## src/rtl/xfer_arb_pkg.sv

```systemverilog
package xfer_arb_pkg;

    typedef enum logic [1:0] {
        ST_IDLE      = 2'd0,
        ST_ISSUE_WR  = 2'd1,
        ST_ISSUE_RD  = 2'd2,
        ST_WAIT_BUSY = 2'd3
    } arb_state_t;

endpackage

```

## src/rtl/xfer_level_cmp.sv

```systemverilog
module xfer_level_cmp #(
    parameter int LVL_W       = 9,
    parameter int THRESH      = 256,
    parameter bit AT_OR_ABOVE = 1'b1
) (
    input  logic [LVL_W-1:0] level,
    output logic             hit
);

    localparam logic [LVL_W-1:0] THR = LVL_W'(THRESH);

    generate
        if (AT_OR_ABOVE) begin : g_ge
            // fill side: trigger once enough words are waiting
            assign hit = (level >= THR);
        end else begin : g_lt
            // drain side: trigger once the reserve runs low
            assign hit = (level < THR);
        end
    endgenerate

endmodule

```

## src/rtl/xfer_busy_track.sv

```systemverilog
module xfer_busy_track (
    input  logic clk,
    input  logic rst_n,
    input  logic arm,
    input  logic ready,
    output logic done
);

    logic seen_low;

    // arm restarts observation in the issue cycle; any low ready afterwards is remembered
    always_ff @(posedge clk) begin
        if (!rst_n) begin
            seen_low <= 1'b0;
        end else if (arm) begin
            seen_low <= ~ready;
        end else if (!ready) begin
            seen_low <= 1'b1;
        end
    end

    assign done = seen_low & ready;

endmodule

```

## src/rtl/xfer_arb.sv

```systemverilog
module xfer_arb
    import xfer_arb_pkg::*;
#(
    parameter int LVL_W     = 9,
    parameter int WR_THRESH = 448,
    parameter int RD_THRESH = 64
) (
    input  logic             clk,
    input  logic             rst_n,
    input  logic             ctrl_ready,
    input  logic [LVL_W-1:0] in_level,
    input  logic [LVL_W-1:0] out_level,
    output logic             start_wr,
    output logic             start_rd
);

    arb_state_t state, state_nx;
    logic       wr_hit, rd_hit, busy_done, arm;

    xfer_level_cmp #(
        .LVL_W      (LVL_W),
        .THRESH     (WR_THRESH),
        .AT_OR_ABOVE(1'b1)
    ) u_wr_cmp (
        .level(in_level),
        .hit  (wr_hit)
    );

    xfer_level_cmp #(
        .LVL_W      (LVL_W),
        .THRESH     (RD_THRESH),
        .AT_OR_ABOVE(1'b0)
    ) u_rd_cmp (
        .level(out_level),
        .hit  (rd_hit)
    );

    assign arm = (state == ST_ISSUE_WR) || (state == ST_ISSUE_RD);

    xfer_busy_track u_busy (
        .clk  (clk),
        .rst_n(rst_n),
        .arm  (arm),
        .ready(ctrl_ready),
        .done (busy_done)
    );

    always_ff @(posedge clk) begin
        if (!rst_n) state <= ST_IDLE;
        else        state <= state_nx;
    end

    always_comb begin
        state_nx = state;
        unique case (state)
            ST_IDLE: begin
                if (ctrl_ready && wr_hit)      state_nx = ST_ISSUE_WR;  // camera side first
                else if (ctrl_ready && rd_hit) state_nx = ST_ISSUE_RD;
            end
            ST_ISSUE_WR:  state_nx = ST_WAIT_BUSY;
            ST_ISSUE_RD:  state_nx = ST_WAIT_BUSY;
            ST_WAIT_BUSY: if (busy_done) state_nx = ST_IDLE;
            default:      state_nx = ST_IDLE;
        endcase
    end

    always_comb begin
        start_wr = 1'b0;
        start_rd = 1'b0;
        unique case (state)
            ST_ISSUE_WR: start_wr = 1'b1;
            ST_ISSUE_RD: start_rd = 1'b1;
            default: ;
        endcase
    end

    // never both, and every pulse is a single cycle
    a_r7_exclusive: assert property (@(posedge clk) disable iff (!rst_n)
        !(start_wr && start_rd));
    a_r7_single_wr: assert property (@(posedge clk) disable iff (!rst_n)
        start_wr |=> !start_wr);
    a_r7_single_rd: assert property (@(posedge clk) disable iff (!rst_n)
        start_rd |=> !start_rd);
    // an idle machine with ready low emits nothing next cycle
    a_r2_need_ready: assert property (@(posedge clk) disable iff (!rst_n)
        (state == ST_IDLE && !ctrl_ready) |=> !(start_wr || start_rd));
    // write demand wins when ready
    a_r5_wr_first: assert property (@(posedge clk) disable iff (!rst_n)
        (state == ST_IDLE && ctrl_ready && wr_hit) |=> (start_wr && !start_rd));
    // waiting with ready low never returns straight to idle
    a_r6_hold_wait: assert property (@(posedge clk) disable iff (!rst_n)
        (state == ST_WAIT_BUSY && !ctrl_ready) |=> (state == ST_WAIT_BUSY));
    // a pulse is followed by the wait state
    a_r6_enter_wait: assert property (@(posedge clk) disable iff (!rst_n)
        (start_wr || start_rd) |=> (state == ST_WAIT_BUSY));

endmodule

```

## config.mk

```make
export PLATFORM = sky130hd
export DESIGN_NAME = xfer_arb
export DESIGN_NICKNAME = d
export VERILOG_FILES = /design/src/rtl/xfer_arb_pkg.sv /design/src/rtl/xfer_level_cmp.sv /design/src/rtl/xfer_busy_track.sv /design/src/rtl/xfer_arb.sv
export SDC_FILE = /design/constraint.sdc
export NUM_CORES = 1
export LEC_CHECK = 0
export BUFFER_PORTS_ARGS = -buffer_cell sky130_fd_sc_hd__buf_2
export CAP_MARGIN = 10
export CORE_AREA = 2 2 39 41
export DETAILED_ROUTE_END_ITERATION = 8
export DIE_AREA = 0 0 41 43
export PLACE_DENSITY = 0.54
export SETUP_SLACK_MARGIN = 0.2
export SLEW_MARGIN = 20
export SYNTH_ARGS = -nofsm -noshare
export SYNTH_HDL_FRONTEND = slang
export SYNTH_SLANG_ARGS = --single-unit
```

## constraint.sdc

```tcl
create_clock -name clk -period 1.3 [get_ports clk]
set_input_delay 0.195 -clock clk [delete_from_list [all_inputs] [get_ports clk]]
set_output_delay 0.195 -clock clk [all_outputs]
set_load 0.01 [all_outputs]
```

==> results.cfg, run 1 <==
[worst_hold_path]
worstHoldStart = ctrl_ready
hold_path_end = u_busy.seen_low
min_path_type = input pin to flop
hold_depth = 2

[critical_path]
cp-end-kind = flop
critPathLaunchType = flop
cp.arrival_ns = 1.42
reg2reg_depth = 5
crit_required_ns = 1.42
path_delay_family = compound AO/OA/AOI/OAI gates
rrSetupSlack_ns = -0.0008
worst-path-buf-inv = 0
crit_type = flop to flop
r2r_end = state[1]
cp_cell_sequence = ha_2 -> a21bo_4 -> o211ai_1 -> mux2i_1 -> a21o_1
max_stage_delay_ns = 0.38
r2r-start = state[0]
crit_slowest_cell = dfxtp_4
cp_max_fo = 4
crit_path_start = state[0]

[synthesis]
ys_warn_count = 0
synthSimpleGateAreaFrac = 0.1759
ys_ff_latch = 3
yosys.area_share.adder = 0.2513
avgSynthCellArea_um2 = 8.892
synth_top_family_by_area = adder cells
syn_nets = 54
netlist_area_um2 = 249.0
yosysSeqAreaShare = 0.2412
synth_xor_area_frac = 0
synth_compound_area_frac = 0.1658
synth.mux.area_fraction = 0.1206
netlist_instances = 28
synth_cell_type_count = 13

[grt]
grtUsageTotal = 0.08225
grt_pass1_wl_um = 959
grt_remaining_overflow = 0
antenna_found_initial = 0
grt_pass1_vias = 260
grt_start_max_net_pins = 6

[job]
cap_violations = 0

[timing]
skew_ns = 0.0008341
rsz0062_at_grt = true
timing.final.ws_setup_ns = -0.0007909
fin_hold_ws_ns = 0.2100
tightest_slew_ns = 0.2471
slew_headroom = 0.8345
period_needed_ns = 1.301
fmax_mhz = 768.8
setup_violations = 1
period_share = 1.001
drv_slew = 0
hold_violations = 0

[clocking]
clock_sinks = 3
cts_buffer_depth = 2
clock_latency_ns = 0.23
cts_hold_buf = 0
cts.clk_slew.worst_paths_ns = 0.04
cts_tree = built
cts-buffers-inserted = 3
cts_root_buf = clkbuf_4
htreeDepth = 1

[placed_design]
gp_congestion = 0.6689
hpwl_um = 409.5
dpl_cell_area_um2 = 336.6
port_buffers = 10

[drt]
drt_wl_total_um = 519
drc = 0
wire_per_inst_um = 8.650
dr_total_vias = 251
drt_iter0_drc = 5
drtPass1Iterations = 2
viasPerCell = 4.183
antenna_left = 0

[run_status]
violations = negative setup slack
status = finished with violations

[finish]
area_growth_pct = 69.85
antenna_cells = 0
drive_gt1_frac = 0.5682
design_area_um2 = 422.9
final_nets = 71

[die]
io_pins = 23
rows = 14
die_w_um = 41
die_h_um = 43
coreArea_um2 = 1384
dieArea_um2 = 1763
start_util = 0.1799

[power_and_ir_drop]
ir_worst_vdd_mv = 0.5181
powerDensity_nw_per_um2 = 1513
leakage_nw = 0.1956
cells in the mapped netlist:
cell type,n,area (µm²)
a21bo_2,1,10.01
a21boi_0,1,7.510
a21o_1,1,7.510
dfxtp_1,3,60.06
ha_1,5,62.56
inv_1,3,11.26
mux2i_1,3,30.03
nand2_1,6,22.52
nand3_1,1,5.000
nand4_1,1,6.260
o211ai_1,1,7.510
o32ai_1,1,8.760
or4b_1,1,10.01
where the power goes:
part	switching, W	internal, W	leakage [nW]
sequential	0.0000336	0.000126	0.0262
combinational	0.000155	0.000165	0.154
clock	0.0000453	0.000115	0.0150
total	0.000234	0.000406	0.196
registers in the layout, indices dropped and copies added, names as in the netlist:
signal,flops
state,2
u_busy.seen_low,1
worst max path at each step:
| stage | endpoint | depth (start not counted) |
|---|---|---|
| after floorplan | state[1] | 5 |
| after global placement | state[1] | 5 |
| after detailed placement | state[1] | 5 |
| after CTS | state[1] | 5 |
| after global routing | state[1] | 5 |
| final | state[1] | 5 |
area by class of cell:
cell class              instances  area [µm²]
repair buffers                 12       71.32
multi-input cells              22       221.5
inverters                       3       16.27
well taps                      16       20.02
clock buffers                   4       26.28
flip-flops and latches          3       67.56
fillers                       157       960.9
metal layers:
metal	vias up	track usage	share of wire
met5	-	0	0
met4	0	0.08000	0.031
met3	2	0.01571	0.015
met2	3	0.1250	0.54
met1	112	0.08654	0.41
li1	134	-	-
stage by stage:
step / setup TNS (ns) / utilization / worst slack (ns) / total power (W) / std cells
floorplan: 0 / - / 0.1482 / 0.0003595 / 28
global placement: 0 / 0.2432 / 0.008081 / 0.0004229 / 54
detailed placement: -0.02336 / 0.2432 / -0.02336 / 0.0004238 / 54
CTS: 0 / 0.2740 / 0.04283 / 0.0005950 / 59
global route: -0.04230 / 0.3056 / -0.04230 / 0.0007041 / 60
finish: -0.0007909 / 0.3056 / -0.0007909 / 0.0006399 / 60
cell usage in the layout, fill, tap and decap left out:
master	Yosys	routed
buf_2	0	9
nand2_1	6	6
mux2i_1	3	3
clkbuf_4	0	3
inv_4	0	2
ha_4	0	2
ha_2	0	2
buf_4	0	2
dfxtp_4	0	2
nand4_1	1	1
a21bo_4	0	1
o211ai_1	1	1
or4b_1	1	1
o32ai_2	0	1
a21o_1	1	1
inv_1	3	1
a21boi_0	1	1
nand3_1	1	1
ha_1	5	1
clkbuf_1	0	1
buf_6	0	1
dfxtp_1	3	1
cells by family after synthesis:
| logic type | after synthesis |
|---|---|
| AND/OR/NAND/NOR | 9 |
| AO/OA/AOI/OAI | 5 |
| adder cells (fa/ha/maj) | 5 |
| buffers and inverters | 3 |
| multiplexers | 3 |
| flip-flops | 3 |
timing repair:
action                                  4_1_cts  5_1_grt
gates cloned                                  0        0
endpoints found under the hold margin         0        0
resized for setup                             2        8
buffers inserted                              1        1
endpoints found under the setup margin        4        5
pin swaps                                     1        2
Power figures use the tool's default switching activity.
==> run 2: changes to the inputs <==
- GPL_ROUTABILITY_DRIVEN: unset -> 0
- PLACE_DENSITY: 0.54 -> unset
==> results.cfg, run 2 (synthesis results as in run 1) <==
[die]
die_w_um = 41
rows = 14
io_pins = 23
start_util = 0.1799
dieArea_um2 = 1763
die_h_um = 43
coreArea_um2 = 1384

[clocking]
cts.clk_slew.worst_paths_ns = 0.03
clock_latency_ns = 0.23
cts_setup_buffers = 0
clock_sinks = 3
cts-buffers-inserted = 3
htreeDepth = 1
cts_hold_buf = 0
cts_tree = built
post_cts_resized = 0
cts_root_buf = clkbuf_4
cts_buffer_depth = 2

[timing]
slew_headroom = 0.8573
period_needed_ns = 1.213
tns_ns = 0
period_share = 0.9332
drv_slew = 0
rsz0062_at_grt = true
tightest_slew_ns = 0.2134
setup_violations = 0
hold_violations = 0
fmax_mhz = 824.3
skew_ns = 0.0004054

[finish]
final_common_cell = buf_2
largest_reg_flops = 2
multi_input_area_um2 = 192.7
drive_gt1_frac = 0.4762
stdcell_count = 58
fill_cells = 163
area_growth_pct = 45.73
final_cell_mix = 10 x buf_2, 6 x nand2_1, 3 x mux2i_1, 3 x ha_1, 3 x clkbuf_4
ff_latch_area_um2 = 62.56
regMostFlops = state
final_nets = 69
antenna_cells = 0
reg_top3 = state (2), u_busy.seen_low (1)

[drt]
wire_per_inst_um = 7.966
wl_met3_um = 10
top_layer = met3
dr_wl_met2_um = 268
antenna_left = 0
viasPerCell = 4.000
drt_iter0_drc = 2
drtPass1Iterations = 2
drc = 0
wl_met1_um = 184
drt_wl_total_um = 462
dr_total_vias = 232

[critical_path]
crit_slowest_cell = dfxtp_2
cp_cell_sequence = inv_2 -> ha_4 -> o211ai_1 -> mux2i_1 -> a21o_1
crit_type = flop to flop
cp-end-kind = flop
max_stage_delay_ns = 0.35
crit_required_ns = 1.42
rrSetupSlack_ns = 0.09
critPathLaunchType = flop
cp.arrival_ns = 1.33
cp_max_fo = 4

[job]
cap_violations = 0

[power_and_ir_drop]
ir_worst_vdd_mv = 0.5093
leakage_nw = 0.1846
p_sw_frac = 0.3535
powerDensity_nw_per_um2 = 1582
seqPwrFrac = 0.251
p_sw_w = 0.0002029
comb_power_share = 0.474
intPower_w = 0.0003712
clockPowerShare = 0.275

[placed_design]
hpwl_um = 409.8
port_buffers = 10
placed_cells = 54

[grt]
grt_pass1_wl_um = 786
grtUsageTotal = 0.06921
grt_pass1_vias = 224
grt_remaining_overflow = 0
antenna_found_initial = 0
grt_start_max_net_pins = 6

[run_status]
status = finished clean

[worst_hold_path]
min_path_type = input pin to flop
[run 2: layer usage]
| layer | vias to the layer above | global-route usage |
|---|---|---|
| met5 | - | 0 |
| met1 | 105 | 0.06731 |
| met2 | 1 | 0.1031 |
| met3 | 0 | 0.03141 |
| li1 | 126 | - |
| met4 | 0 | 0.06000 |
[run 2: power by group through the flow]
stage	logic, W	registers [W]	clock network [W]
3_3_place_gp	0.000276	0.000146	0
5_1_grt	0.000316	0.000147	0.000182
2_1_floorplan	0.000219	0.000141	0
6_report	0.000272	0.000144	0.000158
3_5_place_dp	0.000281	0.000146	0
4_1_cts	0.000281	0.000145	0.000169
[run 2: final cells by class]
| class | count | area share |
|---|---|---|
| Timing Repair Buffer | 10 | 0.1379 |
| Sequential cell | 3 | 0.1724 |
| Clock buffer | 4 | 0.07241 |
| Inverter | 3 | 0.03103 |
| Multi-Input combinational cell | 22 | 0.5310 |
| Tap cell | 16 | 0.05517 |
[run 2: stage by stage]
stage,hold slack [ns],worst slack [ns],utilization,cell area (µm²),total power [W]
after floorplan,0.3012,0.1482,-,266.5,0.0003595
after global placement,0.4341,0.005139,0.2432,336.6,0.0004219
after detailed placement,0.4406,-0.007096,0.2432,336.6,0.0004266
after CTS,0.1945,0.06786,0.2622,362.8,0.0005946
after global routing,0.2257,-0.01534,0.2622,362.8,0.0006448
final,0.2008,0.08678,0.2622,362.8,0.0005741
[run 2: critical path: cells and delay by family (launching register included)]
family / cells / cell delay (ns)
compound gates: 2 / 0.35
fa+ha+maj: 1 / 0.23
buf+inv: 1 / 0.07
flops: 1 / 0.35
mux: 1 / 0.11
[run 2: worst paths after layout]
kind,startpoint,to,cells past startpoint
worst max-delay path,state[1],state[1],5
worst min-delay path,ctrl_ready,u_busy.seen_low,2
worst max register to register,state[1],state[1],5
worst min register to register,u_busy.seen_low,u_busy.seen_low,2
[run 2: repair_timing]
| action | in CTS | in global routing |
|---|---|---|
| setup endpoints to repair | 4 | 5 |
| pin swaps | 1 | 0 |
| endpoints found under the hold margin | 0 | 0 |
